### src/rtl/bmdma_pkg.sv
package bmdma_pkg;
   localparam int unsigned PTR_W     = 32;
   localparam int unsigned STRIDE_W  = 3;
   localparam int unsigned CH_STRIDE = 8;

   localparam int unsigned CMD_RUN  = 0;
   localparam int unsigned CMD_DIR  = 3;
   localparam int unsigned STS_ACT  = 0;
   localparam int unsigned STS_ERR  = 1;
   localparam int unsigned STS_IRQ  = 2;
   localparam int unsigned STS_CAP0 = 5;
   localparam int unsigned STS_CAP1 = 6;

   localparam logic [7:0] CMD_KEEP  = 8'h09;
   localparam logic [7:0] STS_RESET = 8'h60;

   localparam logic [STRIDE_W-1:0] OFS_CMD = 3'd0;
   localparam logic [STRIDE_W-1:0] OFS_STS = 3'd2;
   localparam logic [STRIDE_W-1:0] OFS_PTR = 3'd4;

   typedef enum logic [1:0] {
      SZ_BYTE  = 2'b00,
      SZ_WORD  = 2'b01,
      SZ_DWORD = 2'b10,
      SZ_BAD   = 2'b11
   } acc_size_e;

   typedef struct packed {
      logic cmd;
      logic sts;
      logic ptr;
   } reg_sel_t;
endpackage

### src/rtl/bmdma_decode.sv
module bmdma_decode
   import bmdma_pkg::*;
#(
   parameter int unsigned ADDR_W = 4,
   parameter int unsigned NUM_CH = 2
) (
   input  logic              wr_en,
   input  logic              io_en,
   input  logic              bm_en,
   input  logic [ADDR_W-1:0] addr,
   input  logic [1:0]        size,
   output reg_sel_t [NUM_CH-1:0] sel,
   output logic              size_fault
);
   localparam int unsigned CH_W = ADDR_W - STRIDE_W;

   logic                wr_ok;
   logic [STRIDE_W-1:0] loc;
   logic [CH_W-1:0]     ch_idx;
   logic                is_byte;
   logic                is_dword;
   logic [NUM_CH-1:0]   bad;

   assign wr_ok    = wr_en & io_en & bm_en;
   assign loc      = addr[STRIDE_W-1:0];
   assign ch_idx   = addr[ADDR_W-1:STRIDE_W];
   assign is_byte  = (acc_size_e'(size) == SZ_BYTE);
   assign is_dword = (acc_size_e'(size) == SZ_DWORD);

   for (genvar c = 0; c < NUM_CH; c++) begin : g_ch
      logic hit;
      logic at_cmd, at_sts, at_ptr;
      assign hit    = wr_ok && (ch_idx == CH_W'(c));
      assign at_cmd = hit && (loc == OFS_CMD);
      assign at_sts = hit && (loc == OFS_STS);
      assign at_ptr = hit && (loc == OFS_PTR);
      assign sel[c].cmd = at_cmd && is_byte;
      assign sel[c].sts = at_sts && is_byte;
      assign sel[c].ptr = at_ptr && is_dword;
      assign bad[c] = ((at_cmd || at_sts) && !is_byte) || (at_ptr && !is_dword);
   end

   assign size_fault = |bad;
endmodule

### src/rtl/bmdma_chan.sv
module bmdma_chan
   import bmdma_pkg::*;
(
   input  logic             clk,
   input  logic             rst_n,
   input  logic             cmd_we,
   input  logic             sts_we,
   input  logic             ptr_we,
   input  logic [7:0]       wbyte,
   input  logic [PTR_W-1:0] wptr,
   input  logic             done,
   input  logic             fault,
   output logic [7:0]       cmd,
   output logic [7:0]       sts,
   output logic [PTR_W-1:0] ptr,
   output logic             start_p,
   output logic             stop_p,
   output logic [PTR_W-1:0] start_ptr
);
   logic [7:0]       cmd_q, cmd_n, nb;
   logic [7:0]       sts_q, sts_n;
   logic [PTR_W-1:0] ptr_q, ptr_n;
   logic             go, halt;
   logic             start_q, stop_q;
   logic [PTR_W-1:0] sptr_q;

   always_comb begin
      cmd_n = cmd_q;
      sts_n = sts_q;
      ptr_n = ptr_q;
      go    = 1'b0;
      halt  = 1'b0;
      nb    = wbyte & CMD_KEEP;
      if (cmd_q[CMD_RUN]) begin
         nb[CMD_DIR] = cmd_q[CMD_DIR];
      end
      if (cmd_we) begin
         if (!cmd_q[CMD_RUN] && nb[CMD_RUN]) begin
            go = 1'b1;
            sts_n[STS_ACT] = 1'b1;
         end
         if (cmd_q[CMD_RUN] && !nb[CMD_RUN]) begin
            halt = 1'b1;
            sts_n[STS_ACT] = 1'b0;
         end
         cmd_n = nb;
      end
      if (sts_we) begin
         sts_n[STS_CAP0] = wbyte[STS_CAP0];
         sts_n[STS_CAP1] = wbyte[STS_CAP1];
         if (wbyte[STS_ERR]) sts_n[STS_ERR] = 1'b0;
         if (wbyte[STS_IRQ]) sts_n[STS_IRQ] = 1'b0;
      end
      if (ptr_we) begin
         ptr_n = {wptr[PTR_W-1:2], 2'b00};
      end
      if (fault) begin
         sts_n[STS_ERR] = 1'b1;
      end
      if (done) begin
         cmd_n[CMD_RUN] = 1'b0;
         sts_n[STS_ACT] = 1'b0;
         sts_n[STS_IRQ] = 1'b1;
      end
   end

   always_ff @(posedge clk) begin
      if (!rst_n) begin
         cmd_q   <= '0;
         sts_q   <= STS_RESET;
         ptr_q   <= '0;
         start_q <= 1'b0;
         stop_q  <= 1'b0;
         sptr_q  <= '0;
      end else begin
         cmd_q   <= cmd_n;
         sts_q   <= sts_n;
         ptr_q   <= ptr_n;
         start_q <= go;
         stop_q  <= halt;
         if (go) sptr_q <= ptr_q;
      end
   end

   assign cmd       = cmd_q;
   assign sts       = sts_q;
   assign ptr       = ptr_q;
   assign start_p   = start_q;
   assign stop_p    = stop_q;
   assign start_ptr = sptr_q;
endmodule

### src/rtl/bmdma_rdmux.sv
module bmdma_rdmux
   import bmdma_pkg::*;
#(
   parameter int unsigned ADDR_W = 4,
   parameter int unsigned NUM_CH = 2
) (
   input  logic                         clk,
   input  logic                         rst_n,
   input  logic                         rd_en,
   input  logic                         io_en,
   input  logic [ADDR_W-1:0]            addr,
   input  logic [1:0]                   size,
   input  logic [NUM_CH-1:0][7:0]       cmd,
   input  logic [NUM_CH-1:0][7:0]       sts,
   input  logic [NUM_CH-1:0][PTR_W-1:0] ptr,
   output logic [31:0]                  rdata
);
   localparam int unsigned NBYTES = 2 ** ADDR_W;

   logic [NBYTES-1:0][7:0] view;
   logic [31:0]            gathered;
   logic [31:0]            mask;
   logic [31:0]            rdata_q;

   for (genvar i = 0; i < NBYTES; i++) begin : g_view
      localparam int unsigned CH  = i / CH_STRIDE;
      localparam int unsigned LOC = i % CH_STRIDE;
      if (CH >= NUM_CH) begin : g_none
         assign view[i] = 8'h00;
      end else if (LOC == int'(OFS_CMD)) begin : g_cmd
         assign view[i] = cmd[CH];
      end else if (LOC == int'(OFS_STS)) begin : g_sts
         assign view[i] = sts[CH];
      end else if (LOC >= int'(OFS_PTR)) begin : g_ptr
         assign view[i] = ptr[CH][8*(LOC-int'(OFS_PTR)) +: 8];
      end else begin : g_rsvd
         assign view[i] = 8'h00;
      end
   end

   always_comb begin
      for (int k = 0; k < 4; k++) begin
         gathered[8*k +: 8] = view[addr + ADDR_W'(k)];
      end
      case (acc_size_e'(size))
         SZ_BYTE:  mask = 32'h0000_00FF;
         SZ_WORD:  mask = 32'h0000_FFFF;
         SZ_DWORD: mask = 32'hFFFF_FFFF;
         default:  mask = 32'h0000_0000;
      endcase
   end

   always_ff @(posedge clk) begin
      if (!rst_n) begin
         rdata_q <= '0;
      end else if (rd_en) begin
         rdata_q <= io_en ? (gathered & mask) : 32'h0;
      end
   end

   assign rdata = rdata_q;
endmodule

### src/rtl/bmdma_regfile.sv
module bmdma_regfile
   import bmdma_pkg::*;
#(
   parameter int unsigned ADDR_W = 4,
   parameter int unsigned NUM_CH = 2
) (
   input  logic                         clk,
   input  logic                         rst_n,
   input  logic                         io_en,
   input  logic                         bm_en,
   input  logic                         wr_en,
   input  logic                         rd_en,
   input  logic [ADDR_W-1:0]            addr,
   input  logic [1:0]                   size,
   input  logic [31:0]                  wdata,
   output logic [31:0]                  rdata,
   input  logic [NUM_CH-1:0]            dma_done,
   input  logic [NUM_CH-1:0]            xfer_fault,
   output logic [NUM_CH-1:0]            start_pulse,
   output logic [NUM_CH-1:0]            stop_pulse,
   output logic [NUM_CH-1:0][PTR_W-1:0] start_ptr,
   output logic                         size_err
);
   if (NUM_CH < 1) begin : g_bad_ch
      $error("bmdma_regfile: NUM_CH must be at least 1");
   end
   if (NUM_CH * CH_STRIDE > 2 ** ADDR_W) begin : g_bad_addr
      $error("bmdma_regfile: ADDR_W too small for NUM_CH channels");
   end
   if (ADDR_W <= STRIDE_W) begin : g_bad_w
      $error("bmdma_regfile: ADDR_W must exceed the channel stride width");
   end

   reg_sel_t [NUM_CH-1:0]        sel;
   logic                         size_fault;
   logic [NUM_CH-1:0][7:0]       cmd_v;
   logic [NUM_CH-1:0][7:0]       sts_v;
   logic [NUM_CH-1:0][PTR_W-1:0] ptr_v;
   logic                         size_err_q;

   bmdma_decode #(.ADDR_W(ADDR_W), .NUM_CH(NUM_CH)) i_decode (
      .wr_en      (wr_en),
      .io_en      (io_en),
      .bm_en      (bm_en),
      .addr       (addr),
      .size       (size),
      .sel        (sel),
      .size_fault (size_fault)
   );

   for (genvar c = 0; c < NUM_CH; c++) begin : g_chan
      bmdma_chan i_chan (
         .clk       (clk),
         .rst_n     (rst_n),
         .cmd_we    (sel[c].cmd),
         .sts_we    (sel[c].sts),
         .ptr_we    (sel[c].ptr),
         .wbyte     (wdata[7:0]),
         .wptr      (wdata[PTR_W-1:0]),
         .done      (dma_done[c]),
         .fault     (xfer_fault[c]),
         .cmd       (cmd_v[c]),
         .sts       (sts_v[c]),
         .ptr       (ptr_v[c]),
         .start_p   (start_pulse[c]),
         .stop_p    (stop_pulse[c]),
         .start_ptr (start_ptr[c])
      );
   end

   bmdma_rdmux #(.ADDR_W(ADDR_W), .NUM_CH(NUM_CH)) i_rdmux (
      .clk   (clk),
      .rst_n (rst_n),
      .rd_en (rd_en),
      .io_en (io_en),
      .addr  (addr),
      .size  (size),
      .cmd   (cmd_v),
      .sts   (sts_v),
      .ptr   (ptr_v),
      .rdata (rdata)
   );

   always_ff @(posedge clk) begin
      if (!rst_n) begin
         size_err_q <= 1'b0;
      end else if (size_fault) begin
         size_err_q <= 1'b1;
      end
   end

   assign size_err = size_err_q;
endmodule

### config.mk
export PLATFORM = sky130hd
export DESIGN_NAME = bmdma_regfile
export DESIGN_NICKNAME = d
export VERILOG_FILES = /design/src/rtl/bmdma_pkg.sv /design/src/rtl/bmdma_decode.sv /design/src/rtl/bmdma_chan.sv /design/src/rtl/bmdma_rdmux.sv /design/src/rtl/bmdma_regfile.sv
export SDC_FILE = /design/constraint.sdc
export NUM_CORES = 1
export LEC_CHECK = 0
export ABC_AREA = 1
export BUFFER_PORTS_ARGS = -buffer_cell sky130_fd_sc_hd__buf_2
export CAP_MARGIN = 10
export CORE_MARGIN = 5
export CORE_UTILIZATION = 40
export DETAILED_ROUTE_END_ITERATION = 8
export PLACE_DENSITY = 0.67
export SKIP_LAST_GASP = 1
export SLEW_MARGIN = 20
export SYNTH_ARGS = -nofsm -noshare
export SYNTH_HDL_FRONTEND = slang
export SYNTH_SLANG_ARGS = --single-unit
### constraint.sdc
create_clock -name clk -period 2.89 [get_ports clk]
set_input_delay 0.4335 -clock clk [delete_from_list [all_inputs] [get_ports clk]]
set_output_delay 0.4335 -clock clk [all_outputs]
set_load 0.005 [all_outputs]
==> Yosys cells after proc, flatten, opt, wreduce, memory -nomap -nowiden <==
Index checks and enable logic that the tools add are counted.
{ "totals": {"mem_bits_ro": 0, "n_memories": 0, "latchBits": 0, "output_inout_bits": 101, "elab_cells": 124, "ramBits": 0, "regBits": 171, "input_bits": 48} }
{ "op_classes": {"magnitude_cmp": 4, "mux": 28, "eq_ne": 4, "shifts": 0, "n_div": 0, "multipliers": 0, "bitwise_logic": 7, "add_sub_neg": 3, "n_reduce_logical": 56} }
{ "op_table": {"columns": ["op", "count"], "rows": [
  ["8-bit binary-select mux with 4-bit select", 4],
  ["32-bit case mux with 3 select lines", 1],
  ["32-bit bitwise AND", 1],
  ["32-bit 2-to-1 mux", 1],
  ["8-bit 2-to-1 mux", 4],
  ["1-bit logical AND", 22],
  ["4-bit by 5-bit < comparator with 1-bit output (second input constant)", 4],
  ["2-bit AND reduction", 10],
  ["2-bit nonzero test", 10],
  ["1-bit 2-to-1 mux", 16],
  ["4-bit by 2-bit adder with 4-bit output (second input constant)", 2],
  ["2-bit OR reduction", 3],
  ["1-bit logical NOT", 5],
  ["4-bit by 1-bit adder with 4-bit output (second input constant)", 1],
  ["1-bit logical OR", 4],
  ["2-bit 2-to-1 mux", 2],
  ["1-bit NOT", 4],
  ["3-bit by 2-bit equality test with 1-bit output (second input constant)", 1],
  ["3-bit equality test (second input constant)", 1],
  ["3-bit logical NOT", 1],
  ["1-bit bitwise AND", 2],
  ["2-bit by 1-bit equality test with 1-bit output (second input constant)", 1],
  ["2-bit equality test (second input constant)", 1],
  ["2-bit logical NOT", 1]
]} }

==> Depth between registers and ports, before layout <==
{ "logic_depth": {"word_depth": 8, "depth_mapped": 13, "depth_no_buf": 11} }

==> Hierarchy <==
A second synthesis with hierarchy kept.
{ "hier_totals": {"cells_unflattened": 1568, "area_unflattened_um2": 9969.6} }
{ "by_module_without_submodules": {"columns": ["module", "cells_per_inst", "area_per_inst_um2", "instances", "seq_area_each_um2"], "rows": [
  ["bmdma_chan", 325, 2605.0, 2, 1381.3],
  ["bmdma_rdmux", 892, 4631.9, 1, 640.6],
  ["bmdma_decode", 22, 96.3, 1, 0.0],
  ["bmdma_regfile", 4, 31.3, 1, 20.0]
]} }

==> Worst setup path before layout <==
No wires, ideal clock.
{ "synth_timing": {"kind": "input -> register", "startpoint": "input port addr[1]", "endpoint": "register i_rdmux.rdata_q[26] (netlist: i_rdmux.rdata[26])", "stages": 10, "setup_ns": 0.132, "path_buffers": 3, "slack_ns": 0.751, "t_arrival_ns": 2.006, "cell_sequence": "clkinv_1 clkbuf_1 ha_1 clkbuf_1 buf_2 nand2_1 nand3_1 nand3_1 nand3_1 a21oi_1"} }
{ "synth_via": {"elab_chain_len": 5} }
{ "synth_rtl": {"columns": ["element", "line_no", "rtl"], "rows": [
  ["start: declaration", "bmdma_regfile.sv:13", "input logic [ADDR_W-1:0] addr,"],
  ["4-bit by 2-bit adder with 4-bit output", "bmdma_rdmux.sv:43", "gathered[8*k +: 8] = view[addr + ADDR_W'(k)];"],
  ["8-bit binary-select mux with 4-bit select", "bmdma_rdmux.sv:43", null],
  ["8-bit 2-to-1 mux (not written as such)", "bmdma_rdmux.sv:43", null],
  ["32-bit bitwise AND", "bmdma_rdmux.sv:57", "rdata_q <= io_en ? (gathered & mask) : 32'h0;"],
  ["32-bit 2-to-1 mux", "bmdma_rdmux.sv:57", null],
  ["end signal: assignment", "bmdma_rdmux.sv:57", null],
  ["end: declaration", "bmdma_rdmux.sv:23", "logic [31:0] rdata_q;"]
]} }
Every way passes these cells. The select of a mux whose other input is x is not followed.
A chain may end at the register's enable or synchronous reset.

==> Worst setup path after layout <==
{ "layout_timing": {"startpoint": "input port addr[1]", "endpoint": "register i_rdmux.rdata_q[24] (netlist: i_rdmux.rdata[24])"} }
Same word-level chain as after synthesis.

==> flow_summary.html <==
<table>
<tr><th>Metric</th><th>Value</th></tr>
<tr><th colspan="2">Worst setup path</th></tr>
<tr><td>Arrival time reported for the critical path endpoint</td><td>approximately 2.3 ns</td></tr>
<tr><td>Kind of capture point of the worst setup path</td><td>register</td></tr>
<tr><td>Capture instance of the worst register-to-register path</td><td>g_chan[0].i_chan.start_ptr[30]</td></tr>
<tr><td>CP Launch Type</td><td>input pin</td></tr>
<tr><td>Maximum fanout along the worst path</td><td>13</td></tr>
<tr><td>Required @ worst endpoint</td><td>3.26 ns</td></tr>
<tr><td>Path type of the worst setup path</td><td>in2reg</td></tr>
<tr><td>Register-to-Register Path Depth</td><td>5</td></tr>
<tr><td>Flop2flop setup slack</td><td>~1.1 ns</td></tr>
<tr><td>Critical register-to-register path startpoint</td><td>g_chan[0].i_chan.cmd[0]</td></tr>
<tr><th colspan="2">Global routing</th></tr>
<tr><td>Via count of the first global-routing pass</td><td>8902</td></tr>
<tr><td>Global-route wire length before repair</td><td>approximately 53 mm</td></tr>
<tr><td>Maximum number of pins on one net before global-route repair</td><td>68</td></tr>
<tr><td>Overflow left after global routing</td><td>0</td></tr>
<tr><td>Total routing resource utilization after global routing</td><td>0.259</td></tr>
<tr><td>Number of antenna violations at the first check in global routing</td><td>0</td></tr>
<tr><th colspan="2">Layout</th></tr>
<tr><td>Fillcell total</td><td>2300</td></tr>
<tr><td>Register cell area after layout</td><td>approximately 0.0034 mm^2</td></tr>
<tr><td>Net count reported at finish</td><td>1523</td></tr>
<tr><td>Area of the multi-input gates</td><td>about 0.0048 mm^2</td></tr>
<tr><td>Most common cell after layout, fill and taps aside</td><td>nand2_1</td></tr>
<tr><td>Number of diodes</td><td>0</td></tr>
<tr><td>Commonest cells after routing, fill and taps aside</td><td>nand2_1 (433), nand3_1 (192), dfxtp_1 (171)</td></tr>
<tr><td>Area Overhead vs Synth</td><td>14.5%</td></tr>
<tr><td>Layout cell share with drive strength beyond 1</td><td>0.178</td></tr>
<tr><th colspan="2">Routing</th></tr>
<tr><td>Vias per cell</td><td>roughly 5.5</td></tr>
<tr><td>Iter 0 DRT Violations</td><td>about 1.2k</td></tr>
<tr><td>Number of nets with antenna violations after detailed routing</td><td>0</td></tr>
<tr><td>Pre-Repair DR Iteration Count</td><td>6</td></tr>
<tr><td>Wirelength per Cell</td><td>between 15 and 20 um</td></tr>
<tr><td>Vias after detailed routing</td><td>just under 10k</td></tr>
<tr><td>Residual DRC count</td><td>0</td></tr>
<tr><td>Total Routed Length</td><td>roughly 35 mm</td></tr>
<tr><th colspan="2">Pwr</th></tr>
<tr><td>NetSw</td><td>approximately 1600 uW</td></tr>
<tr><td>LEAKAGE</td><td>0.00482 uW</td></tr>
<tr><td>Clock network fraction of total power</td><td>0.442</td></tr>
<tr><td>Sw Ratio</td><td>0.291</td></tr>
<tr><td>Sequential fraction of design power</td><td>0.435</td></tr>
<tr><td>Logic gate share of total power</td><td>0.124</td></tr>
<tr><td>Internal power</td><td>approximately 3900 uW</td></tr>
<tr><td>Worst supply voltage drop on vdd</td><td>roughly 340 uV</td></tr>
<tr><td>Pwr per Cell Area</td><td>520 mW/mm^2</td></tr>
<tr><th colspan="2">Floorplan</th></tr>
<tr><td>Starting density of the core</td><td>0.406</td></tr>
<tr><td>Core Area</td><td>around 0.023 mm^2</td></tr>
<tr><td>IO Count</td><td>~150</td></tr>
<tr><td>Die footprint</td><td>between 0.02 and 0.03 mm^2</td></tr>
<tr><td>Die span in y</td><td>162 um</td></tr>
<tr><td>Standard-cell row count</td><td>55</td></tr>
<tr><td>Horizontal die dimension</td><td>162 um</td></tr>
<tr><th colspan="2">STA</th></tr>
<tr><td>Skew final</td><td>between 0.01 and 0.015 ns</td></tr>
<tr><td>Fmax</td><td>roughly 510 MHz</td></tr>
<tr><td>Setup TNS after final layout</td><td>0 ns</td></tr>
<tr><td>Max-slew headroom</td><td>0.498</td></tr>
<tr><td>RSZ-0062 raised after global routing</td><td>no</td></tr>
<tr><td>Final period util</td><td>0.673</td></tr>
<tr><td>Post-Route Hold Slack</td><td>around 0.24 ns</td></tr>
<tr><td>Worst-margin pin slew</td><td>0.753 ns</td></tr>
<tr><td>Count of pins over their slew limit</td><td>0</td></tr>
<tr><td>Hold violation count in the final report</td><td>0</td></tr>
<tr><td>Post-layout minimum cycle time</td><td>just under 2 ns</td></tr>
<tr><td>Setup Viol. Count Final</td><td>0</td></tr>
<tr><td>Crit path setup slack, layout</td><td>between 0.9 and 1 ns</td></tr>
<tr><th colspan="2">Logic synthesis</th></tr>
<tr><td>Leading post-synthesis cells by cell area</td><td>dfxtp_1 (37%), nand2_1 (18%), nand3_1 (10%)</td></tr>
<tr><td>Largest area contributor in the netlist</td><td>dfxtp_1</td></tr>
<tr><td>Top cell type's share of synthesized area</td><td>0.372</td></tr>
<tr><td>Cell Area, Synth</td><td>slightly above 0.009 mm^2</td></tr>
<tr><td>Number of flip-flops and latches in the synthesized netlist</td><td>171</td></tr>
<tr><td>Sequential cell area fraction in the yosys report</td><td>0.372</td></tr>
<tr><td>Per-instance average area after synthesis</td><td>6.72 um^2</td></tr>
<tr><td>Total of warnings raised by yosys</td><td>0</td></tr>
<tr><td>Gate count of the mapped netlist</td><td>roughly 1.4k</td></tr>
<tr><td>Synth unique cells</td><td>36</td></tr>
<tr><th colspan="2">Min path</th></tr>
<tr><td>Worst hold endpoint</td><td>g_chan[0].i_chan.sts[1]</td></tr>
<tr><td>Cell depth of the worst hold path</td><td>3</td></tr>
<tr><td>Hold Startpoint</td><td>xfer_fault[0]</td></tr>
<tr><td>Hold WC Path Type</td><td>in2reg</td></tr>
<tr><th colspan="2">Clocking</th></tr>
<tr><td>Cts repair resizes</td><td>0</td></tr>
<tr><td>Worst-Skew Late Latency</td><td>0.44 ns</td></tr>
<tr><td>Worst-path clk slew</td><td>~0.07 ns</td></tr>
<tr><td>Max clock buf depth</td><td>2</td></tr>
<tr><td>Clock Sink Count</td><td>roughly 170</td></tr>
<tr><td>Number of buffers inserted by post-CTS setup repair</td><td>0</td></tr>
<tr><td>Clock buffer count from CTS</td><td>17</td></tr>
<tr><td>Level count of the clock H-tree</td><td>4</td></tr>
<tr><td>Clk Tree Root Cell</td><td>clkbuf_16</td></tr>
<tr><td>CTS Hold Buffers Added</td><td>0</td></tr>
<tr><td>CTS tree</td><td>built</td></tr>
<tr><th colspan="2">Placement</th></tr>
<tr><td>Worst setup slack before clock tree synthesis</td><td>~0.55 ns</td></tr>
<tr><td>Port Buffers</td><td>144</td></tr>
<tr><td>RD Place Congestion</td><td>0.940</td></tr>
<tr><td>Half-perimeter wire length of the detailed placement result</td><td>25.7 mm</td></tr>
<tr><th colspan="2">Flow run</th></tr>
<tr><td>Max-capacitance violation count</td><td>0</td></tr>
<tr><th colspan="2">Status</th></tr>
<tr><td>Status</td><td>completed</td></tr>
</table>
through the flow:
stage | power (uW) | util | std cells | area (um^2)
detailed placement | 3100 | 0.438 | 1727 | 9920
global route | 5670 | 0.465 | 1758 | 10500
CTS | 5490 | 0.465 | 1758 | 10500
floorplan | 2900 | - | 1372 | 9210
finish | 5480 | 0.465 | 1758 | 10500
global placement | 3100 | 0.438 | 1727 | 9920
worst max-delay path, cell delays in order:
cell      delay, ns
buf_2          0.12
clkinv_1       0.15
ha_1           0.27
xor2_2         0.61
nand3_1        0.23
nand3_1        0.16
nand3_1        0.16
a21oi_1        0.17
area by class of cell:
cell class,count,share of cell area
inverter,103,0.0374
clock inverter,13,0.0171
clock buffer,18,0.0408
sequential,171,0.325
timing repair buffer,172,0.0920
tap,285,0.0339
multi-input combinational,996,0.454
Yosys cell counts:
cell type / instances
a21oi_1: 136
nor3_4: 1
nor2_1: 28
nor2_4: 3
clkinv_1: 2
xnor2_1: 1
nand2_2: 7
nand4_2: 1
dfxtp_1: 171
o21ai_0: 61
nor3b_1: 1
a31oi_1: 1
nand3_1: 192
buf_4: 24
o211ai_1: 14
inv_1: 92
nand4_1: 3
nand2_4: 2
nand2_1: 433
inv_6: 1
xor2_2: 3
conb_1: 1
nand3_2: 1
or2_0: 1
ha_1: 14
o21ai_1: 54
a21oi_2: 30
buf_2: 23
nor3_1: 3
inv_2: 7
buf_6: 16
clkbuf_1: 38
nor2_2: 1
inv_4: 1
buf_1: 1
nor3_2: 1
per-layer routing:
metal | up-vias | track usage | part of all wire
met1 | 4417 | 0.363 | 0.44
li1 | 4658 | - | -
met4 | 0 | 0.107 | 0.042
met2 | 490 | 0.399 | 0.44
met5 | - | 0 | 0
met3 | 77 | 0.0414 | 0.083
power by group through the flow:
stage                     logic (uW)  clock network (uW)  registers (uW)
after detailed placement         662                   0            2440
after global placement           665                   0            2440
final                            677                2420            2380
after floorplan                  464                   0            2430
after CTS                        664                2450            2380
after global routing             743                2540            2380
worst max-delay path by stage:
stage	slack, ns	cells past startpoint	from	end
5_1_grt	0.80	13	addr[1]	i_rdmux.rdata[10]
3_3_place_gp	0.57	13	addr[1]	i_rdmux.rdata[10]
2_1_floorplan	0.75	10	addr[1]	i_rdmux.rdata[26]
3_5_place_dp	0.55	8	addr[1]	i_rdmux.rdata[24]
4_1_cts	1.00	8	addr[1]	i_rdmux.rdata[24]
6_report	0.94	8	addr[1]	i_rdmux.rdata[24]
state kept, by name, summed over array words and instances (netlist names):
| signal | cells |
|---|---|
| g_chan.i_chan.ptr | 60 |
| g_chan.i_chan.start_ptr | 60 |
| i_rdmux.rdata | 32 |
| g_chan.i_chan.sts | 10 |
| g_chan.i_chan.cmd | 4 |
| g_chan.i_chan.start_p | 2 |
| g_chan.i_chan.stop_p | 2 |
| size_err | 1 |
cell families after synthesis:
kind of cell / share of synthesized area
AOI/OAI and AO/OA: 0.177
other: 0.000408
xor gates and xnor gates: 0.00626
buffers and inverters: 0.110
and+or+nand+nor: 0.315
DFF: 0.372
adders and majority gates: 0.0190
Note: power is estimated with default switching activity, not from simulation.
